<file path="src/rtl/rr_pkg.sv">
package rr_pkg;

    typedef enum logic {
        CH_IDLE = 1'b0,
        CH_BUSY = 1'b1
    } ch_state_e;

    // Next position in the rotation over lim nodes.
    function automatic int wrap_inc(input int cur, input int lim);
        return (cur + 1 >= lim) ? 0 : cur + 1;
    endfunction

endpackage

</file>
<file path="src/rtl/rr_idx_decode.sv">
module rr_idx_decode #(
    parameter int NODES = 4,
    parameter int PTR_W = 2
) (
    input  logic [PTR_W-1:0] idx,
    output logic [NODES-1:0] onehot
);
    for (genvar g = 0; g < NODES; g++) begin : g_bit
        assign onehot[g] = (idx == PTR_W'(g));
    end
endmodule

</file>
<file path="src/rtl/rr_seq_chan.sv">
module rr_seq_chan
    import rr_pkg::*;
#(
    parameter int NODES = 4,
    parameter int PTR_W = 2
) (
    input  logic             clk,
    input  logic             rst,
    input  logic             side_ok,
    input  logic [NODES-1:0] node_ok,
    input  logic [NODES-1:0] node_done,
    output logic [NODES-1:0] start_o,
    output logic             release_o,
    output logic [PTR_W-1:0] ptr_o
);
    ch_state_e        state_q;
    logic [PTR_W-1:0] ptr_q;
    logic             rel_q;
    logic [NODES-1:0] start_q;
    logic [NODES-1:0] sel_vec;
    logic             go;
    logic             fin;

    rr_idx_decode #(.NODES(NODES), .PTR_W(PTR_W)) u_dec (
        .idx    (ptr_q),
        .onehot (sel_vec)
    );

    // Begin only when idle, past the release cycle, and both ends are ready.
    assign go  = (state_q == CH_IDLE) && !rel_q && side_ok && node_ok[ptr_q];
    assign fin = (state_q == CH_BUSY) && node_done[ptr_q];

    always_ff @(posedge clk) begin
        if (rst) begin
            state_q <= CH_IDLE;
            ptr_q   <= '0;
            rel_q   <= 1'b0;
            start_q <= '0;
        end else begin
            rel_q   <= fin;
            start_q <= go ? sel_vec : '0;
            if (go) begin
                state_q <= CH_BUSY;
            end else if (fin) begin
                state_q <= CH_IDLE;
                ptr_q   <= PTR_W'(wrap_inc(int'(ptr_q), NODES));
            end
        end
    end

    assign start_o   = start_q;
    assign release_o = rel_q;
    assign ptr_o     = ptr_q;

    a_r2_onehot_start: assert property (@(posedge clk) disable iff (rst)
        $onehot0(start_q));

    a_r2_start_needs_ready: assert property (@(posedge clk) disable iff (rst)
        (|start_q) |-> ($past(side_ok) && $past(node_ok[ptr_q])));

    a_r3_ptr_range: assert property (@(posedge clk) disable iff (rst)
        int'(ptr_q) < NODES);

    a_r5_ptr_hold: assert property (@(posedge clk) disable iff (rst)
        !((state_q == CH_BUSY) && node_done[ptr_q]) |=> $stable(ptr_q));

    a_r6_single_flight: assert property (@(posedge clk) disable iff (rst)
        ((state_q == CH_BUSY) && !node_done[ptr_q]) |=> ((state_q == CH_BUSY) && (start_q == '0)));

    a_r7_no_start_on_release: assert property (@(posedge clk) disable iff (rst)
        rel_q |-> (start_q == '0));

endmodule

</file>
<file path="src/rtl/rr_block_mover.sv">
module rr_block_mover #(
    parameter int NODES = 4,
    parameter int PTR_W = (NODES > 1) ? $clog2(NODES) : 1
) (
    input  logic             clk,
    input  logic             rst,
    input  logic             src_blk_ready,
    output logic             src_blk_release,
    input  logic [NODES-1:0] node_in_free,
    output logic [NODES-1:0] dist_start,
    input  logic [NODES-1:0] dist_done,
    output logic [PTR_W-1:0] dist_node,
    input  logic [NODES-1:0] node_res_ready,
    input  logic             sink_free,
    output logic [NODES-1:0] coll_start,
    input  logic [NODES-1:0] coll_done,
    output logic             sink_blk_valid,
    output logic [PTR_W-1:0] coll_node
);
    // Distribution: upstream block is the common side, node input buffers vary.
    rr_seq_chan #(.NODES(NODES), .PTR_W(PTR_W)) u_dist (
        .clk       (clk),
        .rst       (rst),
        .side_ok   (src_blk_ready),
        .node_ok   (node_in_free),
        .node_done (dist_done),
        .start_o   (dist_start),
        .release_o (src_blk_release),
        .ptr_o     (dist_node)
    );

    // Collection: the output node is the common side, node results vary.
    rr_seq_chan #(.NODES(NODES), .PTR_W(PTR_W)) u_coll (
        .clk       (clk),
        .rst       (rst),
        .side_ok   (sink_free),
        .node_ok   (node_res_ready),
        .node_done (coll_done),
        .start_o   (coll_start),
        .release_o (sink_blk_valid),
        .ptr_o     (coll_node)
    );

    a_r1_reset_idle: assert property (@(posedge clk)
        $past(rst) |-> (dist_start == '0 && coll_start == '0 && !src_blk_release && !sink_blk_valid));

    a_r7_release_alone: assert property (@(posedge clk) disable iff (rst)
        src_blk_release |-> (dist_start == '0));

endmodule

</file>
<file path="config.mk">
export PLATFORM = sky130hd
export DESIGN_NAME = rr_block_mover
export DESIGN_NICKNAME = d
export VERILOG_FILES = /design/src/rtl/rr_pkg.sv /design/src/rtl/rr_idx_decode.sv /design/src/rtl/rr_seq_chan.sv /design/src/rtl/rr_block_mover.sv
export SDC_FILE = /design/constraint.sdc
export NUM_CORES = 1
export LEC_CHECK = 0
export BUFFER_PORTS_ARGS = -buffer_cell sky130_fd_sc_hd__buf_2
export CORE_MARGIN = 4
export CORE_UTILIZATION = 51
export CTS_BUF_LIST = sky130_fd_sc_hd__clkbuf_4
export CTS_CLUSTER_DIAMETER = 80
export DETAILED_ROUTE_END_ITERATION = 16
export PLACE_DENSITY = 0.95
export SYNTH_ARGS = -nofsm -noshare
export SYNTH_HDL_FRONTEND = slang
export SYNTH_HIERARCHICAL = 1
export SYNTH_SLANG_ARGS = --single-unit
</file>
<file path="constraint.sdc">
create_clock -name clk -period 2.2 [get_ports clk]
set_input_delay 0.11 -clock clk [delete_from_list [all_inputs] [get_ports clk]]
set_output_delay 0.11 -clock clk [all_outputs]
set_load 0.005 [all_outputs]
</file>
==> metrics <==
status completed; clk_lat worst skew about 0.28 ns; first-pass GRT wire length 2.45 mm; crit-path cells mux4_2, and4b_4, o21bai_1; drt pass-1 iters 4; DRC viols 0; top post-synthesis cells by area dfxtp_1 42%, mux2i_1 7.9%, and2_1 6.6%, mux4_2 5.9%, nand2b_1 5.0%; hold depth 2; Critical Path RT ~2.4 ns; Comb power frac 13.0%; Commonest cells post-synth 16 x dfxtp_1, 8 x and2_1, 6 x mux2i_1, 6 x nand2b_1; Core ar. 1350 um^2; Post-Layout Cell Count 124; Mapped Nets 94; layout cells sized above 1 40.4%; max incr delay on CP approximately 0.58 ns; Tmin final 1.63 ns; Chip Width 46.6 um; routed wire length per instance around 14 um; post-CTS sizing 0; Leakage 0.457 nW; distinct cell type count after synthesis 20; Main synth FF type dfxtp_1; gpl congestion between 0.8 and 0.9; EDFF count, synth 0; clk sinks 16; Worst Setup End Kind flip-flop; area share of the largest cell type after synthesis 42.2%; Slew HR about three quarters; vias in the first global route 542; net switching power between 0.0001 and 0.00015 W; RSZ-0062 raised after global routing no; metal3 WL 113 um; post-route ant nets 0; Max Cap Viol 0; vias 670; IO Count 34; routed length on met2 901 um; Yosys reg bits 16; # diodes 0; Reg power frac 57.5%; cell area after synthesis 758 um^2; f_max slightly above 600 MHz; post-synthesis sequential area ratio 42.2%; Iteration-0 DRC Markers 11; critical path fanouts, max 11; CTS clk-pin slew, worst paths 0.10 ns; postcts setup bufs 0; CP arrival 1.80 ns; final hold viol count 0; initial antenna violation count 0; initial core utilization 56.2%; total global routing overflow 0; Longest Clk Path Bufs 2; Startpoint Class flip-flop; Final setup viols 0; routed vias/inst 5.40; dpl hpwl around 1.2 mm; Post-synth ARST share 0%; setup TNS 0 ns; DP Area 942 um^2; DRT Wirelength about 1.7 mm; critical path class flip-flop to flip-flop; Cell Pwr Density between 500 and 600 nW/um^2; Synthesis Warnings 6; Final Cell Area 968 um^2; Peak VDD IR 298 uV; fin crit share approximately 74%; Hold Path Class input pin to flip-flop; Post-Route Skew 0.00173 ns; Area growth syn-to-layout 27.7%; CTS buffer count 3; Power Internal 0.000407 W; switching share of power 25.1%; Worst Tran Pin Value just over 0.4 ns; gr usage total 16.4%; clock group share of total power 29.5%; Rows 13; DRT met1 WL 662 um; CTS tree built; clock root cell clkbuf_4; chip height 46.6 um; count of pins over their slew limit 0; top layer in use met4; placed insts 120; post-synthesis area per instance 10.5 um^2; pin count of the biggest net entering global routing 13; number of port buffers 33; final net count 132; H-tree depth reported by CTS 1; post-synthesis cell count about 70; CP max stage cell dfxtp_1; Post-CTS Hold Buffers 0; total die area 2170 um^2; most frequent cell after synthesis dfxtp_1; FF-to-FF path depth 3; Yosys top cell by area dfxtp_1
-- per-stage QoR --
stage | power, W | util (%) | setup WS (ns) | hold slack [ns]
final | 0.000544 | 71.7 | 0.569 | 0.120
after detailed placement | 0.000389 | 69.8 | 0.605 | 0.414
after global routing | 0.000571 | 71.7 | 0.489 | 0.112
after floorplan | 0.000355 | - | 0.720 | 0.179
after CTS | 0.000545 | 71.7 | 0.580 | 0.117
after global placement | 0.000383 | 69.8 | 0.670 | 0.411
-- layout make-up --
class,count,area [um^2]
Fill cell,106,382
Clock buffer,3,22.5
Tap cell,15,18.8
Clock inverter,1,3.75
Timing Repair Buffer,33,165
Multi-Input combinational cell,56,438
Sequential cell,16,320
-- cell usage in the layout (no fill, tap or decap) --
cell / netlist / final
nand2b_1: 6 / 6
nor3_1: 2 / 2
nor2_1: 4 / 4
and2_1: 8 / 8
o22ai_1: 2 / 2
a21oi_1: 2 / 2
o21bai_1: 2 / 2
clkinv_1: 0 / 1
clkbuf_4: 0 / 3
dfxtp_1: 16 / 16
nor2b_1: 4 / 4
buf_2: 0 / 33
o21ai_0: 2 / 2
and4b_4: 2 / 2
mux2i_1: 6 / 6
mux4_2: 2 / 2
and2_2: 2 / 2
nand2_1: 2 / 2
nand3b_1: 2 / 2
mux2_1: 2 / 2
and2b_2: 2 / 2
ha_1: 2 / 2
and3b_1: 2 / 2
-- cell families (layout without fill, tap and decap cells) --
group / count (synthesis) / count (layout) / synth area share [%]
AND/OR/NAND/NOR: 36 / 36 / 31.4
flip-flops: 16 / 16 / 42.2
multiplexers: 10 / 10 / 16.8
AO/OA/AOI/OAI: 8 / 8 / 6.27
adder cells (fa/ha/maj): 2 / 2 / 3.30
buffers and inverters: 0 / 37 / 0
-- sequential cells by signal, summed over array words and instances (netlist names) --
name,flops
u_dist/state_q,1
u_coll/start_o,4
u_coll/release_o,1
u_dist/ptr_o,2
u_coll/state_q,1
u_coll/ptr_o,2
u_dist/release_o,1
u_dist/start_o,4
-- power by group through the flow --
stage          Clock (W)  Combinational (W)  Sequential [W]
2_1_floorplan          0          0.0000387        0.000316
3_3_place_gp           0          0.0000664        0.000317
3_5_place_dp           0          0.0000697        0.000319
4_1_cts         0.000162          0.0000709        0.000312
5_1_grt         0.000179          0.0000773        0.000315
6_report        0.000160          0.0000708        0.000313
-- critical path: cells and delay by family, from the launching register on --
kind | cells | cell delay [ns]
AO/OA/AOI/OAI | 1 | 0.17
flip-flops | 1 | 0.58
multiplexers | 1 | 0.56
AND/OR/NAND/NOR | 1 | 0.21
-- routing by layer --
| layer | GRT usage (%) | up-vias |
|---|---|---|
| li1 | - | 330 |
| met1 | 20.8 | 305 |
| met2 | 26.6 | 33 |
| met3 | 1.17 | 2 |
| met4 | 10.2 | 0 |
| met5 | 0 | - |
-- worst paths after layout --
path,start,end,slack [ns]
worst min register to register,u_dist/state_q,u_dist/state_q,0.59
worst min-delay path,rst,u_coll/ptr_o[1],0.12
worst max-delay path,u_coll/ptr_o[0],u_coll/state_q,0.57
worst max register to register,u_coll/ptr_o[0],u_coll/state_q,0.57
Note: power is estimated with default switching activity, not from simulation.
